`config.mk`:
```
export PLATFORM = sky130hd
export DESIGN_NAME = regfile_mp
export DESIGN_NICKNAME = d
export VERILOG_FILES = /design/src/rtl/regfile_mp.sv
export SDC_FILE = /design/constraint.sdc
export NUM_CORES = 1
export LEC_CHECK = 0
export ABC_CLOCK_PERIOD_IN_PS = 1600
export BUFFER_PORTS_ARGS = -buffer_cell sky130_fd_sc_hd__buf_4
export CAP_MARGIN = 10
export CORE_MARGIN = 2
export CORE_UTILIZATION = 51
export DETAILED_ROUTE_END_ITERATION = 10
export PLACE_DENSITY_LB_ADDON = 0.12
export SYNTH_ARGS = -nofsm -noshare
export SYNTH_HDL_FRONTEND = slang
export SYNTH_SLANG_ARGS = --single-unit
```
`constraint.sdc`:
```
create_clock -name clk -period 1.6 [get_ports clk]
set_input_delay 0.08 -clock clk [delete_from_list [all_inputs] [get_ports clk]]
set_output_delay 0.08 -clock clk [all_outputs]
set_load 0.1 [all_outputs]
```
`src/rtl/regfile_mp.sv`:
```
module regfile_mp #(
  parameter int NREGS = 32,
  parameter int DW    = 8
) (
  input  logic                     clk,
  input  logic                     rst,
  input  logic [$clog2(NREGS)-1:0] rd1_addr,
  output logic [DW-1:0]            rd1_data,
  input  logic [$clog2(NREGS)-1:0] rd2_addr,
  output logic [DW-1:0]            rd2_data,
  input  logic                     wr_en,
  input  logic [$clog2(NREGS)-1:0] wr_addr,
  input  logic [DW-1:0]            wr_data,
  input  logic                     xw_en,
  input  logic [2*DW-1:0]          xw_data,
  input  logic                     yw_en,
  input  logic [2*DW-1:0]          yw_data,
  input  logic                     zw_en,
  input  logic [2*DW-1:0]          zw_data,
  output logic [2*DW-1:0]          x_ptr,
  output logic [2*DW-1:0]          y_ptr,
  output logic [2*DW-1:0]          z_ptr
);
  localparam int AW = $clog2(NREGS);
  localparam int XL = NREGS - 6;
  localparam int YL = NREGS - 4;
  localparam int ZL = NREGS - 2;

  logic [NREGS-1:0][DW-1:0] regs;
  logic [NREGS-1:0]         ptr_hit;

  for (genvar g = 0; g < NREGS; g++) begin : g_reg
    logic [DW-1:0] q;
    logic [DW-1:0] pv;

    if (g == XL) begin : g_xl
      assign ptr_hit[g] = xw_en;
      assign pv = xw_data[DW-1:0];
    end else if (g == XL + 1) begin : g_xh
      assign ptr_hit[g] = xw_en;
      assign pv = xw_data[2*DW-1:DW];
    end else if (g == YL) begin : g_yl
      assign ptr_hit[g] = yw_en;
      assign pv = yw_data[DW-1:0];
    end else if (g == YL + 1) begin : g_yh
      assign ptr_hit[g] = yw_en;
      assign pv = yw_data[2*DW-1:DW];
    end else if (g == ZL) begin : g_zl
      assign ptr_hit[g] = zw_en;
      assign pv = zw_data[DW-1:0];
    end else if (g == ZL + 1) begin : g_zh
      assign ptr_hit[g] = zw_en;
      assign pv = zw_data[2*DW-1:DW];
    end else begin : g_gp
      assign ptr_hit[g] = 1'b0;
      assign pv = '0;
    end

    always_ff @(posedge clk) begin
      if (rst)
        q <= '0;
      else if (ptr_hit[g])
        q <= pv;
      else if (wr_en && wr_addr == AW'(g))
        q <= wr_data;
    end

    assign regs[g] = q;
  end

  assign rd1_data = regs[rd1_addr];
  assign rd2_data = regs[rd2_addr];

  assign x_ptr = {regs[XL+1], regs[XL]};
  assign y_ptr = {regs[YL+1], regs[YL]};
  assign z_ptr = {regs[ZL+1], regs[ZL]};


  reset_clear_chk: assert property (@(posedge clk)
    rst |=> (x_ptr == '0 && y_ptr == '0 && z_ptr == '0));


  byte_write_chk: assert property (@(posedge clk) disable iff (rst)
    (wr_en && !ptr_hit[wr_addr]) |=> regs[$past(wr_addr)] == $past(wr_data));


  x_load_chk: assert property (@(posedge clk) disable iff (rst)
    xw_en |=> x_ptr == $past(xw_data));


  y_load_chk: assert property (@(posedge clk) disable iff (rst)
    yw_en |=> y_ptr == $past(yw_data));


  z_load_chk: assert property (@(posedge clk) disable iff (rst)
    zw_en |=> z_ptr == $past(zw_data));


  idle_hold_chk: assert property (@(posedge clk) disable iff (rst)
    (!wr_en && !xw_en && !yw_en && !zw_en) |=> $stable(regs));
endmodule

```
==> results by group <==
Outcome
  • Outcome: complete, but fails checks
  • Failing checks: negative setup slack

Clock tree
  • Later-pin clock latency in the skew report: 550 ps
  • Clock sink count: 256
  • CTS Root Cell: sky130_fd_sc_hd__clkbuf_16
  • Maximum buffer depth of the clock tree: 3
  • H-tree levels: 1
  • Num CTS Buffers: 29
  • Clock tree from TritonCTS: yes
  • Worst-path clk slew: around 60 ps

Synthesis
  • Net count after synthesis: 1566
  • Number of enable flip-flop cells after synthesis: 0
  • Synthesis Warnings: 0
  • Yosys reg bits: around 260
  • Share of the synthesized area in the top cell type: 0.360
  • Cells taking the most area after synthesis: sky130_fd_sc_hd__dfxtp_1, sky130_fd_sc_hd__mux4_2, sky130_fd_sc_hd__nand3_1, sky130_fd_sc_hd__o21ai_0, sky130_fd_sc_hd__a21oi_1
  • Portion of the post-synthesis area used by sequential elements: 0.360
  • Cell area after synthesis: 14200 sq um
  • Distinct cells, synth: 29
  • Most frequently used flop master after synthesis: sky130_fd_sc_hd__dfxtp_1
  • FFs w/ async S/R, synth: 0
  • Ranking of synthesized cells by instance count: sky130_fd_sc_hd__dfxtp_1, sky130_fd_sc_hd__nand3_1, sky130_fd_sc_hd__o21ai_0
  • Mean area per synthesized cell: 9.56 sq um
  • Cells after Synth: 1489
  • Dominant cell type by area after synthesis: sky130_fd_sc_hd__dfxtp_1

STA
  • Setup repair after global routing missed its margin: true
  • Final cycle utilization of the critical path: 1.58
  • Setup Total Neg Slack: -13800 ps
  • Final hold violation count: 0
  • Slew headroom: 0.657
  • Clock tree skew after final layout: 0 ps
  • Number of max-slew violations in the final report: 0
  • Maximum clock frequency: 0.396 GHz
  • Final setup vio count: 16
  • Actual transition at the worst max-transition pin: just over 500 ps
  • Min Clock Period, post-route: between 2000 and 3000 ps
  • Worst Slack Setup Final: -928 ps

Hold path
  • Kind of path behind the tightest hold check: in -> reg
  • Beginning of the worst hold path: wr_data[3]
  • Min-Delay Path Depth: 3

Detailed routing
  • Pre-antenna DRT Iters: 7
  • Mean number of vias per cell: 6.82
  • Post-route DRC: 0
  • Routed wire length per instance: ~25 um
  • Number of DRC markers after the initial detailed-route iteration: approximately 1800
  • Sum of routed wire length over all layers: roughly 52000 um
  • Number of vias in the routed layout: 14097
  • Routed Antenna Nets: 0

Place
  • Final HPWL from detailed placement: 32500 um
  • Global placement routability congestion: 0.927
  • Worst slack after detailed placement: -593 ps
  • PortBufs: 140

Global routing
  • Total routing resource utilization after global routing: 0.361
  • Maximum number of pins on one net before global-route repair: 65
  • Remaining global-route overflow: 0
  • Wire length of the first global-routing pass: just over 80000 um
  • Number of global-route vias before repair: 13892
  • Antenna violations before repair: 0

Layout
  • Core utilization of the finished layout: 0.681
  • Layout filler cell count: 2111
  • Synthesis-to-layout area growth: 32.2%
  • Net count, final: 1742
  • Registers with the highest flip-flop counts: g.q: 256 flops
  • Ant diodes: 0
  • Max reg flops: 256
  • Reg with most FFs: g.q
  • Share of cells above drive strength 1: 0.345

Worst setup path
  • Cell depth of the worst flop-to-flop path: 4
  • Startpoint of the worst setup timing path: g_reg[31].q[6]$_SDFFE_PP0P_
  • Startpoint type of the worst setup path: flip-flop
  • RR Startpoint: g_reg[29].q[6]$_SDFFE_PP0P_
  • Capturing element type of the critical path: primary output
  • WP data arrival: 2450 ps
  • Crit-path max FO: 3
  • Category of the critical setup timing path: reg -> out
  • WP data required: 1520 ps

Floorplanning
  • Starting density of the core: 0.515
  • Vertical extent of the die: around 170 um
  • Total Die Area: 29300 sq um
  • Number of rows in the core area: 61
  • Core outline area: 27600 sq um
  • Top-level I/O count: between 100 and 150
  • Die W: 171 um

Power and ir drop
  • Leakage power summed over all cells: 6.52 nW
  • Highest ir drop seen on vdd: ~0.77 mV
  • Total power per unit cell area: 893 nW/um^2

Run
  • MaxCap Viol Count: 0
## cells by family (layout without fill, tap and decap cells)
family	after synthesis	after routing	share of synthesized area
AND/OR/NAND/NOR	328	328	0.117
flip-flops	256	256	0.360
multiplexers	176	176	0.266
buffers and inverters	217	416	0.0640
AO/OA/AOI/OAI	512	512	0.193
## final timing paths
path	end	slack, ps
worst max-delay path	rd2_data[6]	-930
worst max register to register	g_reg[29].q[6]$_SDFFE_PP0P_	90
worst min register to register	g_reg[10].q[0]$_SDFFE_PP0P_	490
worst min-delay path	g_reg[30].q[3]$_SDFFE_PP0P_	6
## cell type report
| cell class | instances | area [sq um] | area share |
|---|---|---|---|
| flip-flops and latches | 256 | 5330 | 0.283 |
| inverters | 3 | 11.3 | 0.000599 |
| clock buffers | 41 | 863 | 0.0459 |
| well taps | 378 | 473 | 0.0251 |
| clock inverters | 13 | 126 | 0.00672 |
| repair buffers | 359 | 3670 | 0.195 |
| multi-input cells | 1016 | 8340 | 0.443 |
## stage by stage
stage,area (sq um),power [mW],cells,hold slack (ps)
final,18800,16.8,2066,6.13
after global routing,18800,17.2,2066,11.1
after CTS,18800,16.7,2066,0.618
after detailed placement,16800,9.75,1929,363
after global placement,16800,9.73,1929,362
after floorplan,14500,8.61,1489,240
## worst max-delay path, stage by stage (launching register included)
cell,delay (ps)
sky130_fd_sc_hd__dfxtp_4,380
sky130_fd_sc_hd__mux4_2,480
sky130_fd_sc_hd__mux4_2,550
sky130_fd_sc_hd__mux2_4,300
sky130_fd_sc_hd__buf_12,170
## report_power, final
part / internal [mW] / total [mW] / switching (mW)
combinational: 1.23 / 3.28 / 2.04
sequential: 6.48 / 6.64 / 0.153
clock: 4.08 / 6.89 / 2.81
## placed cells by master, fill, tap and decap left out, types with 2 or more instances in the layout
| cell type | netlist | final |
|---|---|---|
| sky130_fd_sc_hd__clkbuf_16 | 0 | 31 |
| sky130_fd_sc_hd__clkbuf_8 | 0 | 5 |
| sky130_fd_sc_hd__buf_12 | 0 | 62 |
| sky130_fd_sc_hd__dlygate4sd3_1 | 0 | 81 |
| sky130_fd_sc_hd__o21ai_1 | 3 | 3 |
| sky130_fd_sc_hd__dfxtp_2 | 0 | 18 |
| sky130_fd_sc_hd__mux2_4 | 0 | 16 |
| sky130_fd_sc_hd__a311oi_1 | 48 | 48 |
| sky130_fd_sc_hd__clkinv_2 | 0 | 7 |
| sky130_fd_sc_hd__mux4_2 | 160 | 160 |
| sky130_fd_sc_hd__bufinv_16 | 0 | 2 |
| sky130_fd_sc_hd__a21oi_1 | 208 | 208 |
| sky130_fd_sc_hd__nand2b_2 | 0 | 2 |
| sky130_fd_sc_hd__nand4bb_1 | 2 | 2 |
| sky130_fd_sc_hd__dfxtp_4 | 0 | 48 |
| sky130_fd_sc_hd__buf_4 | 12 | 216 |
| sky130_fd_sc_hd__nand3_1 | 256 | 256 |
| sky130_fd_sc_hd__inv_1 | 3 | 3 |
| sky130_fd_sc_hd__nor2b_4 | 0 | 2 |
| sky130_fd_sc_hd__clkbuf_1 | 166 | 5 |
| sky130_fd_sc_hd__nor4bb_4 | 0 | 3 |
| sky130_fd_sc_hd__dfxtp_1 | 256 | 190 |
| sky130_fd_sc_hd__nand4b_1 | 3 | 3 |
| sky130_fd_sc_hd__o21ai_0 | 253 | 253 |
| sky130_fd_sc_hd__nor2_1 | 49 | 48 |
| sky130_fd_sc_hd__and4b_1 | 3 | 3 |
## metal layers
metal	wire, um	global-route usage
met5	0	0
met4	2110	0.147
met2	24100	0.567
met1	20200	0.481
met3	6020	0.0881
## what timing repair did
item / CTS / global route
gates resized for setup: 62 / 7
hold buffers: 82 / 0
pin swaps: 0 / 1
setup buffers: 1 / 1
hold endpoints to repair: 201 / 0
setup endpoints to repair: 16 / 34
Power figures use the tool's default switching activity.
